<file path="src/rtl/ocmp_pkg.sv">
`timescale 1ns/1ps
package ocmp_pkg;

    typedef enum logic [1:0] {
        MODE_NORMAL   = 2'b00,
        MODE_PWM_PC   = 2'b01,
        MODE_CTC      = 2'b10,
        MODE_PWM_FAST = 2'b11
    } ocmp_mode_e;

    typedef enum logic [1:0] {
        COM_OFF = 2'b00,
        COM_TGL = 2'b01,
        COM_CLR = 2'b10,
        COM_SET = 2'b11
    } ocmp_com_e;

    typedef enum logic [1:0] {
        ACT_NONE,
        ACT_SET,
        ACT_CLR,
        ACT_TGL
    } pin_act_e;

    function automatic logic mode_is_pwm(input ocmp_mode_e m);
        logic r;
        unique case (m)
            MODE_PWM_PC, MODE_PWM_FAST: r = 1'b1;
            default:                    r = 1'b0;
        endcase
        return r;
    endfunction

endpackage

</file>
<file path="src/rtl/ocmp_cmp_reg.sv">
`timescale 1ns/1ps
module ocmp_cmp_reg
    import ocmp_pkg::*;
#(
    parameter int DW = 8
) (
    input  logic          clk,
    input  logic          rst_n,
    input  logic          pwm,
    input  logic          wr,
    input  logic [DW-1:0] wdata,
    input  logic          top,
    output logic [DW-1:0] active
);

    typedef enum logic {
        BUF_SYNCED,
        BUF_PENDING
    } buf_state_e;

    buf_state_e    state_q, state_d;
    logic [DW-1:0] act_q, act_d;
    logic [DW-1:0] stg_q, stg_d;

    always_ff @(posedge clk or negedge rst_n) begin
        if (!rst_n) begin
            state_q <= BUF_SYNCED;
            act_q   <= '0;
            stg_q   <= '0;
        end else begin
            state_q <= state_d;
            act_q   <= act_d;
            stg_q   <= stg_d;
        end
    end

    always_comb begin
        state_d = state_q;
        act_d   = act_q;
        stg_d   = stg_q;
        unique case (state_q)
            BUF_SYNCED: begin
                if (!pwm && wr) begin
                    act_d = wdata;
                    stg_d = wdata;
                end else if (pwm && wr && top) begin
                    act_d = wdata;
                    stg_d = wdata;
                end else if (pwm && wr) begin
                    stg_d   = wdata;
                    state_d = BUF_PENDING;
                end
            end
            BUF_PENDING: begin
                if (!pwm && wr) begin
                    act_d   = wdata;
                    stg_d   = wdata;
                    state_d = BUF_SYNCED;
                end else if (pwm && top) begin
                    act_d   = wr ? wdata : stg_q;
                    stg_d   = wr ? wdata : stg_q;
                    state_d = BUF_SYNCED;
                end else if (pwm && wr) begin
                    stg_d = wdata;
                end
            end
            default: state_d = BUF_SYNCED;
        endcase
    end

    assign active = act_q;

endmodule

</file>
<file path="src/rtl/ocmp_guard.sv">
`timescale 1ns/1ps
module ocmp_guard (
    input  logic clk,
    input  logic rst_n,
    input  logic cnt_wr,
    input  logic tick,
    output logic blocked
);

    typedef enum logic {
        GRD_OPEN,
        GRD_ARMED
    } grd_state_e;

    grd_state_e state_q, state_d;

    always_ff @(posedge clk or negedge rst_n) begin
        if (!rst_n) state_q <= GRD_OPEN;
        else        state_q <= state_d;
    end

    always_comb begin
        state_d = state_q;
        unique case (state_q)
            GRD_OPEN:  if (cnt_wr) state_d = GRD_ARMED;
            GRD_ARMED: if (!cnt_wr && tick) state_d = GRD_OPEN;
            default:   state_d = GRD_OPEN;
        endcase
    end

    always_comb begin
        blocked = cnt_wr || (state_q == GRD_ARMED);
    end

endmodule

</file>
<file path="src/rtl/ocmp_flag.sv">
`timescale 1ns/1ps
module ocmp_flag (
    input  logic clk,
    input  logic rst_n,
    input  logic hit,
    input  logic clr,
    input  logic ctc,
    output logic flag,
    output logic clr_req
);

    typedef enum logic {
        FLG_CLEAR,
        FLG_SET
    } flg_state_e;

    flg_state_e state_q, state_d;
    logic       req_q;

    always_ff @(posedge clk or negedge rst_n) begin
        if (!rst_n) begin
            state_q <= FLG_CLEAR;
            req_q   <= 1'b0;
        end else begin
            state_q <= state_d;
            req_q   <= hit && ctc;
        end
    end

    always_comb begin
        state_d = state_q;
        unique case (state_q)
            FLG_CLEAR: if (hit) state_d = FLG_SET;
            FLG_SET:   if (clr && !hit) state_d = FLG_CLEAR;
            default:   state_d = FLG_CLEAR;
        endcase
    end

    always_comb begin
        flag    = (state_q == FLG_SET);
        clr_req = req_q;
    end

endmodule

</file>
<file path="src/rtl/ocmp_wave.sv">
`timescale 1ns/1ps
module ocmp_wave
    import ocmp_pkg::*;
(
    input  logic       clk,
    input  logic       rst_n,
    input  logic       pwm,
    input  logic [1:0] com,
    input  logic       hit,
    input  logic       force_hit,
    input  logic       bottom,
    output logic       wave
);

    typedef enum logic {
        PIN_LOW,
        PIN_HIGH
    } pin_state_e;

    pin_state_e state_q, state_d;
    pin_act_e   act;
    logic       park;
    ocmp_com_e  com_e;

    assign com_e = ocmp_com_e'(com);

    always_comb begin
        act  = ACT_NONE;
        park = 1'b0;
        if (!pwm) begin
            unique case (com_e)
                COM_OFF: park = 1'b1;
                COM_TGL: if (hit || force_hit) act = ACT_TGL;
                COM_CLR: if (hit || force_hit) act = ACT_CLR;
                COM_SET: if (hit || force_hit) act = ACT_SET;
                default: park = 1'b1;
            endcase
        end else begin
            unique case (com_e)
                COM_CLR: begin
                    if (hit)         act = ACT_CLR;
                    else if (bottom) act = ACT_SET;
                end
                COM_SET: begin
                    if (hit)         act = ACT_SET;
                    else if (bottom) act = ACT_CLR;
                end
                default: park = 1'b1;
            endcase
        end
    end

    always_ff @(posedge clk or negedge rst_n) begin
        if (!rst_n) state_q <= PIN_LOW;
        else        state_q <= state_d;
    end

    always_comb begin
        state_d = state_q;
        unique case (state_q)
            PIN_LOW:  if (!park && (act == ACT_SET || act == ACT_TGL)) state_d = PIN_HIGH;
            PIN_HIGH: if (park || act == ACT_CLR || act == ACT_TGL)    state_d = PIN_LOW;
            default:  state_d = PIN_LOW;
        endcase
    end

    always_comb begin
        wave = (state_q == PIN_HIGH);
    end

endmodule

</file>
<file path="src/rtl/ocmp_channel.sv">
`timescale 1ns/1ps
module ocmp_channel
    import ocmp_pkg::*;
#(
    parameter int DW = 8
) (
    input  logic          clk,
    input  logic          rst_n,
    input  logic          tick,
    input  logic [DW-1:0] cnt_val,
    input  logic          evt_top,
    input  logic          evt_bottom,
    input  logic [1:0]    mode,
    input  logic [1:0]    com_sel,
    input  logic          cmp_wr,
    input  logic [DW-1:0] cmp_wdata,
    input  logic          cnt_wr,
    input  logic          force_stb,
    input  logic          flag_clr,
    output logic          match_flag,
    output logic          wave_out,
    output logic          cnt_clr_req,
    output logic [DW-1:0] cmp_active
);

    ocmp_mode_e    mode_e;
    logic          pwm;
    logic          ctc;
    logic          blocked;
    logic          equal;
    logic          hit;
    logic          force_hit;

    assign mode_e    = ocmp_mode_e'(mode);
    assign pwm       = mode_is_pwm(mode_e);
    assign ctc       = (mode_e == MODE_CTC);
    assign equal     = (cnt_val == cmp_active);
    assign hit       = tick && equal && !blocked;
    assign force_hit = force_stb && !pwm;

    ocmp_cmp_reg #(.DW(DW)) cmp_reg_i (
        .clk    (clk),
        .rst_n  (rst_n),
        .pwm    (pwm),
        .wr     (cmp_wr),
        .wdata  (cmp_wdata),
        .top    (evt_top),
        .active (cmp_active)
    );

    ocmp_guard guard_i (
        .clk     (clk),
        .rst_n   (rst_n),
        .cnt_wr  (cnt_wr),
        .tick    (tick),
        .blocked (blocked)
    );

    ocmp_flag flag_i (
        .clk     (clk),
        .rst_n   (rst_n),
        .hit     (hit),
        .clr     (flag_clr),
        .ctc     (ctc),
        .flag    (match_flag),
        .clr_req (cnt_clr_req)
    );

    ocmp_wave wave_i (
        .clk       (clk),
        .rst_n     (rst_n),
        .pwm       (pwm),
        .com       (com_sel),
        .hit       (hit),
        .force_hit (force_hit),
        .bottom    (evt_bottom),
        .wave      (wave_out)
    );

endmodule

</file>
<file path="config.mk">
export PLATFORM = sky130hd
export DESIGN_NAME = ocmp_channel
export DESIGN_NICKNAME = d
export VERILOG_FILES = /design/src/rtl/ocmp_pkg.sv /design/src/rtl/ocmp_cmp_reg.sv /design/src/rtl/ocmp_guard.sv /design/src/rtl/ocmp_flag.sv /design/src/rtl/ocmp_wave.sv /design/src/rtl/ocmp_channel.sv
export SDC_FILE = /design/constraint.sdc
export NUM_CORES = 1
export LEC_CHECK = 0
export BUFFER_PORTS_ARGS = -buffer_cell sky130_fd_sc_hd__buf_2
export CORE_ASPECT_RATIO = 1.75
export CORE_MARGIN = 2
export CORE_UTILIZATION = 42
export DETAILED_ROUTE_END_ITERATION = 7
export PLACE_DENSITY = 0.69
export SYNTH_ARGS = -nofsm -noshare
export SYNTH_HDL_FRONTEND = slang
export SYNTH_SLANG_ARGS = --single-unit
</file>
<file path="constraint.sdc">
create_clock -name clk -period 1.7 [get_ports clk]
set_input_delay 0.255 -clock clk [delete_from_list [all_inputs] [get_ports clk]]
set_output_delay 0.255 -clock clk [all_outputs]
set_load 0.01 [all_outputs]
</file>
### Word level (Yosys, flattened, before mapping)

Cells that the tools add are included.

* input port bits: 29
* output and inout bits: 11
* bits in registers: 21
* logic and storage cells: 89
* memories: 0
* bits in read-only memories: 0
* bits in writable memories: 0
* latch bits: 0

* div/mod/pow operators: 0
* reductions and logical operators: 25
* eq/ne operators: 12
* $add $sub $neg: 0
* multiplexer cells: 41
* multipliers: 0
* bitwise gates (word level): 4
* shift-type cells: 0
* order comparisons: 0

Operators by type and width (number)
* $mux 8: 10
* $pmux 8 s2: 2
* $mux 1: 17
* $eq 2x2->1 const B: 6
* $mux 2: 6
* $logic_and 1x1->1: 11
* $eq 8x8->1: 1
* $pmux 1 s2: 4
* $eq 2x1->1 const B: 3
* $pmux 2 s3: 1
* $logic_not 1->1: 5
* $logic_or 1x1->1: 5
* $not 1->1: 4
* $pmux 2 s2: 1
* $reduce_or 2->1: 2
* $ne 3x1->1 const B: 1
* $ne 3x3->1 const B: 1
* $logic_not 2->1: 1
* $reduce_and 2->1: 1

### Depth between registers and ports, before layout

Gate-level depths: netlist of the first run.

* depth in word-level cells: 14
* mapped depth: 5
* mapped depth without buffers: 5

### Modules after synthesis

From an unflattened synthesis of the first run, not the netlist that was laid out.

* cells, all modules: 84
* area total of the unflattened synthesis: 1031.0 µm²

Modules (own cells, without submodules)
* ocmp_cmp_reg: sequential area each 425.4 µm², instances 1, area an instance 710.7 µm², cells an instance 48
* ocmp_channel: sequential area each 0.0 µm², instances 1, area an instance 115.1 µm², cells an instance 15
* ocmp_wave: sequential area each 25.0 µm², instances 1, area an instance 95.1 µm², cells an instance 12
* ocmp_flag: sequential area each 50.0 µm², instances 1, area an instance 67.6 µm², cells an instance 5
* ocmp_guard: sequential area each 25.0 µm², instances 1, area an instance 42.5 µm², cells an instance 4

### Worst setup path after synthesis of the first run

No wires, ideal clock.

* kind: reg2reg
* start: register cmp_reg_i.act_q[3] (netlist: cmp_reg_i.active[3])
* end: register wave_i.state_q (netlist: wave_i.wave)
* arrival: 1.734 ns
* clock period less this slack: 1.857 ns
* stages on the path, launching flop included: 6
* buffers on the path: 0
* setup time: 0.123 ns
* path slack: -0.157 ns
* required time: 1.577 ns
* cells stage by stage: dfrtp_1 -> xnor2_1 -> nand3_1 -> or4_4 -> mux2_4 -> o221a_1

* cells in the longest elaborated chain, start to end: 12
* elaborated cells on any way between the ends: 22
* those cells by class: eq/ne (4); mux (11); reduce/logical (7)

Ends and longest elaborated chain
* start, declared: RTL line ocmp_cmp_reg.sv:22 `logic [DW-1:0] act_q, act_d;`
* start signal, assigned: RTL line ocmp_cmp_reg.sv:32 `act_q <= act_d;`
* $eq 8x8->1 *: RTL line ocmp_channel.sv:37 `assign equal = (cnt_val == cmp_active);`
* $logic_and 1x1->1 * (2 in a row): RTL line ocmp_channel.sv:38 `assign hit = tick && equal && !blocked;`
* $logic_or 1x1->1: RTL line ocmp_wave.sv:33, ocmp_wave.sv:34, ocmp_wave.sv:35
* $mux 1 (tied with other cells): RTL line ocmp_wave.sv:35 `COM_SET: if (hit || force_hit) act = ACT_SET;`
* $pmux 2 s3: RTL line ocmp_wave.sv:31 `unique case (com_e)`
* $mux 2 *: RTL line ocmp_wave.sv:30 `if (!pwm) begin`
* $eq 2x2->1 (tied with other cells): RTL line ocmp_wave.sv:62 `PIN_HIGH: if (park || act == ACT_CLR || act == ACT_TGL) state_d = PIN_LOW;`
* $logic_or 1x1->1 (on tied branches): RTL line ocmp_wave.sv:62, ocmp_wave.sv:61
* $logic_or 1x1->1 / $logic_and 1x1->1 (equally long branches): RTL line ocmp_wave.sv:62, ocmp_wave.sv:61
* $mux 1 (on tied branches): RTL line ocmp_wave.sv:62, ocmp_wave.sv:61
* $pmux 1 s2 *: RTL line ocmp_wave.sv:60 `unique case (state_q)`
* net wave_i.state_d: RTL line ocmp_wave.sv:20 `pin_state_e state_q, state_d;`
* end signal, assigned: RTL line ocmp_wave.sv:55 `else state_q <= state_d;`
* end, declared: RTL line ocmp_wave.sv:20

The timed path passes the listed nets; every way through them passes the cells marked *.
A chain may end at the register's enable or synchronous reset.

### Worst setup path in the final report of the first run

* start: register guard_i.state_q
* end: register wave_i.state_q (netlist: wave_i.wave)

* cells in the longest elaborated chain, start to end: 12
* elaborated cells on any way between the ends: 22
* those cells by class: eq/ne (3); mux (11); reduce/logical (8)

Ends and longest elaborated chain
* start, declared: RTL line ocmp_guard.sv:15 `grd_state_e state_q, state_d;`
* start signal, assigned: RTL line ocmp_guard.sv:19 `else state_q <= state_d;`
* $logic_or 1x1->1 *: RTL line ocmp_guard.sv:32 `blocked = cnt_wr || (state_q == GRD_ARMED);`
* $logic_not 1->1 *: RTL line ocmp_channel.sv:38
* $logic_and 1x1->1 *: RTL line ocmp_channel.sv:38
* $logic_or 1x1->1: RTL line ocmp_wave.sv:33, ocmp_wave.sv:34, ocmp_wave.sv:35
* $mux 1 (tied with other cells): RTL line ocmp_wave.sv:35
* $pmux 2 s3: RTL line ocmp_wave.sv:31
* $mux 2 *: RTL line ocmp_wave.sv:30
* $eq 2x2->1 (tied with other cells): RTL line ocmp_wave.sv:62
* $logic_or 1x1->1 (on tied branches): RTL line ocmp_wave.sv:62, ocmp_wave.sv:61
* $logic_or 1x1->1 / $logic_and 1x1->1 (equally long branches): RTL line ocmp_wave.sv:62, ocmp_wave.sv:61
* $mux 1 (on tied branches): RTL line ocmp_wave.sv:62, ocmp_wave.sv:61
* $pmux 1 s2 *: RTL line ocmp_wave.sv:60
* net wave_i.state_d: RTL line ocmp_wave.sv:20

Marked as above.

==> results of run 1 <==
## kinds of logic (layout without fill, tap and decap cells)
kind of cell              Yosys count  count (layout)  share of synthesized area
xor gates and xnor gates            9               9                     0.0775
buffers and inverters               4              61                     0.0148
AOI/OAI and AO/OA                  16              16                      0.107
muxes                              17              17                      0.191
DFF                                21              21                      0.517
and+or+nand+nor                    16              16                     0.0935
## area by class of cell
class	instances	area [um2]	area share
sequential	21	526	0.375
multi-input combinational	58	477	0.340
timing repair buffer	54	310	0.222
clock buffer	4	45.0	0.0322
tap	25	31.3	0.0223
inverter	3	11.3	0.00804
## placed cells by master, fill, tap and decap left out, drive strengths merged, types with 3 or more instances in the layout
| cell type | Yosys | layout |
|---|---|---|
| clkbuf | 1 | 4 |
| mux2 | 16 | 16 |
| buf | 0 | 53 |
| o21ai | 6 | 6 |
| inv | 3 | 3 |
| xnor2 | 7 | 7 |
| nor2b | 3 | 3 |
| dfrtp | 21 | 21 |
| nor2 | 4 | 4 |
## power breakdown
part | switching [W] | leakage, nW | internal (W)
Clock | 0.000158 | 0.0228 | 0.000167
Combinational | 0.000167 | 0.406 | 0.000235
Sequential | 0.0000504 | 0.251 | 0.000570
## worst max-delay path, stage by stage (launching register included)
cell                      delay, ns
sky130_fd_sc_hd__dfrtp_1       0.38
sky130_fd_sc_hd__or3_4         0.33
sky130_fd_sc_hd__or4_4         0.55
sky130_fd_sc_hd__mux2_4        0.31
sky130_fd_sc_hd__o221a_1       0.20
## state kept, by name, indices dropped and copies added (netlist names)
register	cells
flag_i.flag	1
wave_i.wave	1
flag_i.clr_req	1
guard_i.state_q	1
cmp_reg_i.stg_q	8
cmp_reg_i.active	8
cmp_reg_i.state_q	1
## layer usage
metal / share of wire / track usage
met2: 0.57 / 0.326
met5: 0 / 0
met1: 0.36 / 0.194
met4: 0.019 / 0.0753
met3: 0.054 / 0.0289
## through the flow
stage	setup WS, ns	total power, W	cell area (um2)	util	setup TNS [ns]
after floorplan	-0.134	0.000814	1020	-	-0.134
final	-0.173	0.00135	1400	0.608	-0.173
after global placement	-0.213	0.00101	1330	0.578	-0.213
after global routing	-0.222	0.00142	1400	0.608	-0.222
after detailed placement	-0.230	0.00102	1330	0.578	-0.230
after CTS	-0.161	0.00136	1400	0.608	-0.161
## timing repair
action                                  4_1_cts  5_1_grt
endpoints found under the hold margin        21        0
pin swaps                                     4        2
hold buffers                                  1        0
endpoints found under the setup margin        1        1
buffers inserted                              2        0
## worst min-delay path by stage
| stage | cells past startpoint | from | endpoint | slack [ns] |
|---|---|---|---|---|
| 6_report | 2 | flag_clr | flag_i.flag | 0.18 |
| 5_1_grt | 2 | cnt_wr | guard_i.state_q | 0.19 |
| 4_1_cts | 2 | flag_clr | flag_i.flag | 0.17 |
| 3_5_place_dp | 1 | rst_n | cmp_reg_i.stg_q[3] | 0.24 |
| 3_3_place_gp | 1 | rst_n | cmp_reg_i.stg_q[3] | 0.24 |
| 2_1_floorplan | 0 | rst_n | cmp_reg_i.active[0] | -0.04 |
==> flow_summary.json, run 1 <==
{
  "worst_hold_slack_ns": 0.176,
  "number_of_nets_with_antenna_violations_after_detailed_routing": 0,
  "synth.largest_area_cell": "sky130_fd_sc_hd__dfrtp_1",
  "placed_cells_incl_taps": 158,
  "final.fill_count": 205,
  "period_share": 1.10,
  "max-vdd-ir-drop_v": 0.000697,
  "crit_path_class": "flop to flop",
  "die_width_um": 41.2,
  "antenna-diode-count": 0,
  "final_critical_path_setup_slack_ns": -0.173,
  "post_route_non_filler_standard_cell_count": 165,
  "detail_route.wirelength_um": 2290,
  "die_area_um2": 2850,
  "clk_transition_reported_paths_ns": 0.07,
  "failed_checks": "setup timing",
  "async_reset_ff_frac": 1.00,
  "worst_pin_slew_ns": 0.476,
  "synth_seq_cells": 21,
  "first_global_vias": 903,
  "grt_overflow": 0,
  "rows": 23,
  "yosysUniqueCellTypes": 27,
  "synth_commonest_cells": "sky130_fd_sc_hd__dfrtp_1, sky130_fd_sc_hd__mux2_2, sky130_fd_sc_hd__xnor2_1",
  "drv_slew": 0,
  "reg2reg_slack_ns": -0.17,
  "place.port_buffers": 39,
  "yosys_warnings": 0,
  "worst_setup_path_end_kind": "flop",
  "timing_hold_violations_final": 0,
  "rsz_0062_raised_after_global_routing": "yes",
  "upper_clock_frequency_limit_mhz": 534,
  "drt_first_pass_iters": 4,
  "netlist_top_cells_area": "sky130_fd_sc_hd__dfrtp_1, sky130_fd_sc_hd__mux2_2, sky130_fd_sc_hd__xnor2_1",
  "clock_sinks": 21,
  "initial_utilization": 0.442,
  "pin_count_of_the_biggest_net_entering_global_routing": 22,
  "critical_path_required_ns": 1.85,
  "leakage_nw": 0.680,
  "maxCapViolCount": 0,
  "fin_crit_ns": 1.87,
  "post_synth_edffs": 0,
  "critPathLaunchType": "flop",
  "status": "finished with violations",
  "io_pins": 40,
  "synth_area_um2": 1020,
  "worstSetupStartpoint": "guard_i.state_q",
  "synth.top_cell.area_share": 0.517,
  "avgViaCountPerCell": 5.30,
  "vias": 874,
  "drive_above_1_share": 0.536,
  "synth_fp_nets": 112,
  "finish.net_count": 170,
  "crit_arrival_ns": 2.03,
  "syn-instance-count": 83,
  "avgRoutedWirePerCell_um": 13.9,
  "gpl.final_weighted_congestion": 0.762,
  "groute.usage.overall": 0.185,
  "worst_slew_margin_rel": 0.682,
  "cts-root-to-sink-buffers": 2,
  "clk_root_buffer_cell": "sky130_fd_sc_hd__clkbuf_8",
  "yosysSeqAreaShare": 0.517,
  "tritoncts.num_buffers": 3,
  "tritoncts": "yes",
  "setup_failing_eps_final": 1,
  "cts-resized-gates": 0,
  "r2r_start": "guard_i.state_q",
  "insertion_delay_of_the_later_clocked_pin_in_the_worst_skew_pair_ns": 0.26,
  "synth.most_common_cell": "sky130_fd_sc_hd__dfrtp_1",
  "power.density_nw_per_um2": 962,
  "dp_hpwl_um": 1800,
  "floorplan.die.height_um": 69.1,
  "timing.critical_path.to": "wave_i.wave",
  "rr_worst_depth": 4,
  "detail_route.drc_violations": 0,
  "placeableCoreArea_um2": 2300,
  "h-tree-depth": 1,
  "ys.flop_type": "sky130_fd_sc_hd__dfrtp_1",
  "layout_skew_ns": 0.00396,
  "antenna_found_initial": 0,
  "syn_to_final_growth_pct": 37.6,
  "synthesis.area_per_instance_um2": 12.3,
  "grt_pass1_wl_um": 3660,
  "regToRegEndpoint": "wave_i.wave",
  "crit_path_max_fanout": 2,
  "timing.hold.worst.class": "primary input to flop",
  "drt_first_iter_violations": 20
}
Power figures use the tool's default switching activity.
==> run 2, diff against run 1 <==
--- a/config.mk
+++ b/config.mk
@@ -9,6 +9,7 @@
 export CORE_ASPECT_RATIO = 1.75
 export CORE_MARGIN = 2
 export CORE_UTILIZATION = 42
+export CTS_CLUSTER_SIZE = 20
 export DETAILED_ROUTE_END_ITERATION = 7
 export PLACE_DENSITY = 0.69
 export SYNTH_ARGS = -nofsm -noshare
==> constraint.sdc (replaced) <==
create_clock -name clk -period 1.7 [get_ports clk]
set_input_delay 0.255 -clock clk [delete_from_list [all_inputs] [get_ports clk]]
set_output_delay 0.255 -clock clk [all_outputs]
set_load 0.02 [all_outputs]
==> run 2 against run 1 <==
Against the previous run: the flow still finishes with violations (setup timing); non-clock buffer count is 1 higher; sequential share of layout area is 0.63 points lower; cell area is 3.4% higher; largest cell class unchanged; via count is 0.11% lower; worst hold slack better by 0.0055 ns; clock power hardly changed; critical endpoint unchanged; count of clock-buffer cells in the layout is 1 lower; setup slack worse by 0.0096 ns; clock skew is 0.0027 ns higher; first-iteration DRC count is 5.0% higher; sequential power is 2% higher.
==> flow_summary.json, run 2 (synthesis gave the netlist of run 1 again) <==
{
  "status": "finished with violations",
  "failed_checks": "setup timing",
  "worst_pin_slew_ns": 0.479,
  "critical_path_required_ns": 1.85,
  "r2r_start": "cmp_reg_i.active[4]",
  "min-delay-start": "flag_clr",
  "met3_wirelength_um": 142,
  "timing_hold_violations_final": 0,
  "routed.top_layer": "met4",
  "pin_count_of_the_biggest_net_entering_global_routing": 22,
  "maxCapViolCount": 0,
  "period_share": 1.11,
  "upper_clock_frequency_limit_mhz": 531,
  "reg2reg_slack_ns": -0.18,
  "cp_top_family": "simple AND/OR/NAND/NOR gates",
  "avgViaCountPerCell": 5.26,
  "place.port_buffers": 39,
  "layout_skew_ns": 0.00662,
  "rr_worst_depth": 5,
  "initial_utilization": 0.442,
  "floorplan.die.height_um": 69.1,
  "syn_to_final_growth_pct": 42.3,
  "antenna_found_initial": 0,
  "groute.usage.overall": 0.188,
  "rsz_0062_raised_after_global_routing": "yes",
  "io_pins": 40,
  "crit_arrival_ns": 2.04,
  "drive_above_1_share": 0.624,
  "regToRegEndpoint": "wave_i.wave",
  "timing.hold.worst.class": "primary input to flop",
  "placeableCoreArea_um2": 2300,
  "tritoncts": "yes",
  "drt_first_pass_iters": 4,
  "drv_slew": 0,
  "worstPathBufferInverterCount": 0,
  "footprint_of_the_multi_input_gates_um2": 507,
  "number_of_nets_with_antenna_violations_after_detailed_routing": 0,
  "grt_overflow": 0,
  "place_ws_ns": -0.238,
  "antenna-diode-count": 0,
  "detail_route.wirelength_um": 2320,
  "worst_hold_slack_ns": 0.181,
  "insertion_delay_of_the_later_clocked_pin_in_the_worst_skew_pair_ns": 0.26,
  "h-tree-depth": 1,
  "worst_setup_path_end_kind": "flop",
  "drt_first_iter_violations": 21,
  "cts-root-to-sink-buffers": 2,
  "clk_transition_reported_paths_ns": 0.08,
  "first_global_vias": 912,
  "cp_cell_sequence": "xnor2_2 -> nand4_1 -> or4_4 -> mux2_4 -> o221a_1",
  "register_area_um2": 534,
  "final_cell_mix": "sky130_fd_sc_hd__buf_2, sky130_fd_sc_hd__mux2_2, sky130_fd_sc_hd__buf_4",
  "fin_crit_ns": 1.88,
  "rows": 23,
  "max-vdd-ir-drop_v": 0.000742,
  "die_area_um2": 2850,
  "final_critical_path_setup_slack_ns": -0.183,
  "whs_endpoint": "flag_i.flag",
  "critPathLaunchType": "flop",
  "vias": 873,
  "die_width_um": 41.2,
  "met1_length_um": 831,
  "detail_route.drc_violations": 0,
  "crit_path_class": "flop to flop",
  "leakage_nw": 0.703,
  "gpl.final_weighted_congestion": 0.677,
  "clock_sinks": 21,
  "dp_hpwl_um": 1790,
  "routed-wl-met2_um": 1300,
  "timing.critical_path.slowest_stage_cell": "sky130_fd_sc_hd__or4_4",
  "grt_pass1_wl_um": 3760,
  "final.fill_count": 209,
  "avgRoutedWirePerCell_um": 13.9,
  "tritoncts.num_buffers": 3,
  "worst_path_max_stage_delay_ns": 0.56,
  "worst_slew_margin_rel": 0.681,
  "setup_failing_eps_final": 1,
  "most_frequent_standard_cell_in_the_layout_excluding_fill_and_tap_cells": "sky130_fd_sc_hd__buf_2",
  "power.density_nw_per_um2": 979,
  "total_power_w": 0.00142,
  "whs_path_depth": 2,
  "crit_path_max_fanout": 2,
  "clk_root_buffer_cell": "sky130_fd_sc_hd__clkbuf_8",
  "finish.net_count": 171
}
-- run 2: changes by cell type in the layout (fill, tap and decap cells not counted) --
cell / before / now
sky130_fd_sc_hd__xnor2_2: 0 / 4
sky130_fd_sc_hd__clkbuf_1: 1 / 0
sky130_fd_sc_hd__xnor2_1: 7 / 3
sky130_fd_sc_hd__buf_4: 14 / 15
sky130_fd_sc_hd__dfrtp_2: 0 / 7
sky130_fd_sc_hd__o21ai_1: 0 / 1
sky130_fd_sc_hd__dfrtp_1: 21 / 14
sky130_fd_sc_hd__o21ai_0: 6 / 5
sky130_fd_sc_hd__clkinv_2: 0 / 1
-- run 2: layout make-up --
cell class                      count  area share
Multi-Input combinational cell     58       0.350
Timing Repair Buffer               55       0.220
Inverter                            3     0.00778
Clock buffer                        3      0.0285
Sequential cell                    21       0.369
Tap cell                           25      0.0216
Clock inverter                      1     0.00346
-- run 2: repair_timing --
item	in CTS	in global routing
hold buffers	1	0
setup buffers	1	1
endpoints found under the setup margin	1	1
pin swaps	0	2
gates resized for setup	0	5
hold endpoints to repair	21	0
-- run 2: metal layers --
metal,vias to the layer above,GRT usage
li1,415,-
met1,419,0.199
met2,34,0.330
met3,5,0.0322
met4,0,0.0753
met5,-,0
-- run 2: through the flow --
stage | cell area, um2 | utilization | setup TNS (ns) | cells
after global routing | 1450 | 0.629 | -0.258 | 166
final | 1450 | 0.629 | -0.183 | 166
after CTS | 1410 | 0.613 | -0.180 | 165
after floorplan | 1030 | - | -0.146 | 83
after global placement | 1350 | 0.585 | -0.210 | 159
after detailed placement | 1350 | 0.585 | -0.238 | 159
-- run 2: how the worst max path moves through the flow --
| stage | to | from | depth (start not counted) | slack (ns) |
|---|---|---|---|---|
| 4_1_cts | wave_i.wave | guard_i.state_q | 4 | -0.18 |
| 3_3_place_gp | wave_i.wave | tick | 6 | -0.21 |
| 5_1_grt | wave_i.wave | cmp_reg_i.active[6] | 5 | -0.26 |
| 6_report | wave_i.wave | cmp_reg_i.active[4] | 5 | -0.18 |
| 3_5_place_dp | wave_i.wave | tick | 6 | -0.24 |
| 2_1_floorplan | wave_i.wave | cmp_reg_i.active[0] | 5 | -0.15 |
-- run 2: power by group --
part / internal (W) / switching [W] / total, W
clock network: 0.000163 / 0.000161 / 0.000324
logic: 0.000256 / 0.000205 / 0.000461
registers: 0.000577 / 0.0000550 / 0.000632
-- run 2: worst reg2reg max path, stage by stage, from the launching register on --
cell and delay, ns:
sky130_fd_sc_hd__dfrtp_2 0.43, sky130_fd_sc_hd__xnor2_2 0.13, sky130_fd_sc_hd__nand4_1 0.13, sky130_fd_sc_hd__or4_4 0.56, sky130_fd_sc_hd__mux2_4 0.31, sky130_fd_sc_hd__o221a_1 0.21
==> run 3, diff against run 2 <==
--- a/config.mk
+++ b/config.mk
@@ -5,6 +5,7 @@
 export SDC_FILE = /design/constraint.sdc
 export NUM_CORES = 1
 export LEC_CHECK = 0
+export ABC_AREA = 0
 export BUFFER_PORTS_ARGS = -buffer_cell sky130_fd_sc_hd__buf_2
 export CORE_ASPECT_RATIO = 1.75
 export CORE_MARGIN = 2
@@ -12,6 +13,8 @@
 export CTS_CLUSTER_SIZE = 20
 export DETAILED_ROUTE_END_ITERATION = 7
 export PLACE_DENSITY = 0.69
+export SLEW_MARGIN = 20
 export SYNTH_ARGS = -nofsm -noshare
 export SYNTH_HDL_FRONTEND = slang
+export SYNTH_HIERARCHICAL = 1
 export SYNTH_SLANG_ARGS = --single-unit
==> run 3 against run 2 <==
Against the previous run: the flow now finishes without violations; largest cell class unchanged; sequential power is 4.1% lower; worst hold slack better by 0.0092 ns; synthesized cell count is 1.2% higher; via count is 11% lower; sequential share of layout area is 3.4 points higher; total power is 13% lower; highest routed layer unchanged; first-iteration DRC count is 9.5% lower.
==> flow_summary.json, run 3 <==
{
  "grt_pass1_wl_um": 3250,
  "worst_path_max_stage_delay_ns": 0.37,
  "worst_pin_slew_ns": 0.481,
  "maxCapViolCount": 0,
  "worst_slew_margin_rel": 0.679,
  "dp_hpwl_um": 1600,
  "synth_seq_cells": 21,
  "avgRoutedWirePerCell_um": 13.4,
  "critPathLaunchType": "flop",
  "clk_transition_reported_paths_ns": 0.07,
  "place_ws_ns": 0.0727,
  "tritoncts": "yes",
  "insertion_delay_of_the_later_clocked_pin_in_the_worst_skew_pair_ns": 0.26,
  "drive_above_1_share": 0.480,
  "die_width_um": 41.5,
  "drt_first_pass_iters": 3,
  "detail_route.wirelength_um": 2040,
  "yosys_warnings": 6,
  "async_reset_ff_frac": 1.00,
  "cp_cell_sequence": "or2_1 -> nand3b_1 -> nor3_4 -> or3_1 -> a21oi_1 -> a221oi_1",
  "finalInstanceArea_um2": 1300,
  "final.setup.tns_ns": 0,
  "critical_path_required_ns": 1.86,
  "worst_setup_path_end_kind": "flop",
  "synth.largest_area_cell": "sky130_fd_sc_hd__dfrtp_1",
  "ys.flop_type": "sky130_fd_sc_hd__dfrtp_1",
  "max-vdd-ir-drop_v": 0.000822,
  "place.port_buffers": 39,
  "clock_sinks": 21,
  "timing.critical_path.slowest_stage_cell": "sky130_fd_sc_hd__dfrtp_1",
  "power.density_nw_per_um2": 945,
  "crit_path_class": "flop to flop",
  "reg2reg_slack_ns": 0.12,
  "total_cell_area_at_the_placement_stage_um2": 1230,
  "vias": 777,
  "yosysUniqueCellTypes": 30,
  "synth_fp_nets": 113,
  "rsz_0062_raised_after_global_routing": "no",
  "syn-instance-count": 84,
  "leakage_nw": 0.646,
  "finish.net_count": 157,
  "groute.usage.overall": 0.143,
  "fin_crit_ns": 1.58,
  "timing.hold.worst.class": "primary input to flop",
  "die_area_um2": 2880,
  "h-tree-depth": 1,
  "crit_arrival_ns": 1.74,
  "whs_path_depth": 2,
  "synth_area_um2": 1030,
  "tritoncts.num_buffers": 3,
  "floorplan.die.height_um": 69.5,
  "most_frequent_standard_cell_in_the_layout_excluding_fill_and_tap_cells": "sky130_fd_sc_hd__buf_2",
  "post_synth_edffs": 0,
  "placeableCoreArea_um2": 2300,
  "drt_first_iter_violations": 19,
  "upper_clock_frequency_limit_mhz": 631,
  "status": "complete, no violations",
  "io_pins": 40,
  "grt_overflow": 0,
  "synth_commonest_cells": "sky130_fd_sc_hd__dfrtp_1, sky130_fd_sc_hd__mux2_2, sky130_fd_sc_hd__xnor2_1",
  "number_of_nets_with_antenna_violations_after_detailed_routing": 0,
  "syn_to_final_growth_pct": 26.5,
  "setup_failing_eps_final": 0,
  "crit_path_max_fanout": 5,
  "synthesis.area_per_instance_um2": 12.3,
  "antenna-diode-count": 0,
  "period_share": 0.932,
  "avgViaCountPerCell": 5.11,
  "synth.top_cell.area_share": 0.510,
  "r2r_start": "guard_i/state_q",
  "layout_skew_ns": 0.00241,
  "rows": 23,
  "timing_hold_violations_final": 0,
  "drv_slew": 0,
  "final_critical_path_setup_slack_ns": 0.116,
  "final_cell_mix": "sky130_fd_sc_hd__buf_2, sky130_fd_sc_hd__dfrtp_1, sky130_fd_sc_hd__mux2_2",
  "yosysSeqAreaShare": 0.510,
  "initial_utilization": 0.448,
  "detail_route.drc_violations": 0,
  "gpl.final_weighted_congestion": 0.663,
  "cts-root-to-sink-buffers": 2,
  "first_global_vias": 783,
  "netlist_top_cells_area": "sky130_fd_sc_hd__dfrtp_1, sky130_fd_sc_hd__mux2_2, sky130_fd_sc_hd__xnor2_1",
  "whs_endpoint": "guard_i/state_q",
  "min-delay-start": "cnt_wr",
  "clk_root_buffer_cell": "sky130_fd_sc_hd__clkbuf_8",
  "synth.most_common_cell": "sky130_fd_sc_hd__dfrtp_1",
  "pin_count_of_the_biggest_net_entering_global_routing": 22,
  "regToRegEndpoint": "wave_i/wave",
  "antenna_found_initial": 0,
  "rr_worst_depth": 6
}
-- run 3: cell count changes after synthesis, moves of 2 or more --
cell | before | now
sky130_fd_sc_hd__nand3b_1 | 0 | 2
sky130_fd_sc_hd__nor2_1 | 4 | 2
sky130_fd_sc_hd__mux2_2 | 15 | 13
sky130_fd_sc_hd__xor2_1 | 2 | 0
sky130_fd_sc_hd__o21ai_0 | 6 | 2
sky130_fd_sc_hd__a22oi_1 | 2 | 0
sky130_fd_sc_hd__nand4b_1 | 0 | 2
sky130_fd_sc_hd__nand3_1 | 2 | 5
sky130_fd_sc_hd__a21o_1 | 0 | 2
sky130_fd_sc_hd__a31oi_1 | 2 | 0
-- run 3: where the power goes --
| part | switching, W | internal [W] |
|---|---|---|
| Combinational | 0.000156 | 0.000151 |
| Sequential | 0.0000443 | 0.000561 |
| Clock | 0.000153 | 0.000167 |
-- run 3: worst max path at each step --
| stage | startpoint | end | slack [ns] | cells past startpoint |
|---|---|---|---|---|
| finish | guard_i/state_q | wave_i/wave | 0.12 | 6 |
| global route | guard_i/state_q | wave_i/wave | 0.008 | 6 |
| detailed placement | cmp_reg_i/active[4] | wave_i/wave | 0.07 | 6 |
| global placement | guard_i/state_q | wave_i/wave | 0.18 | 6 |
| floorplan | cmp_reg_i/active[3] | wave_i/wave | 0.21 | 6 |
| CTS | cmp_reg_i/active[4] | wave_i/wave | 0.05 | 6 |
-- run 3: repair_timing --
| action | in CTS | in global routing |
|---|---|---|
| setup endpoints to repair | 0 | 1 |
| resized for setup | 0 | 1 |
| setup buffers | 0 | 1 |
| hold endpoints to repair | 21 | 0 |
| hold buffers | 1 | 0 |
-- run 3: per-stage QoR --
step                      hold slack (ns)  instances   util  total power (W)
after floorplan                   -0.0406         84      -         0.000809
final                               0.190        152  0.566          0.00123
after CTS                           0.188        151  0.560          0.00124
after global routing                0.194        152  0.566          0.00129
after detailed placement            0.234        146  0.536         0.000921
after global placement              0.233        146  0.536         0.000912
-- run 3: kinds of logic (layout without fill, tap and decap cells) --
logic type | Yosys count | count (layout) | synth area share
flops | 21 | 21 | 0.510
simple gates | 21 | 21 | 0.127
mux | 16 | 16 | 0.181
compound gates | 11 | 11 | 0.0704
xor+xnor | 8 | 8 | 0.0680
buf+inv | 7 | 50 | 0.0437
-- run 3: per-layer routing --
layer | routed length (um) | global-route usage | up-vias
met5 | 0 | 0 | -
met4 | 22 | 0.0430 | 0
met3 | 126 | 0.0417 | 5
met2 | 1100 | 0.253 | 25
met1 | 790 | 0.159 | 371
li1 | - | - | 376
-- run 3: area by class of cell --
class	count	area [um2]
clock buffers	4	45.0
fillers	223	998
inverters	4	15.0
multi-input cells	56	467
flip-flops and latches	21	526
well taps	25	31.3
repair buffers	42	220
-- run 3: critical path, delay by kind of cell (launching register included) --
family	cells	cell delay (ns)
AND/OR/NAND/NOR	4	0.84
flip-flops	1	0.37
AO/OA/AOI/OAI	2	0.27
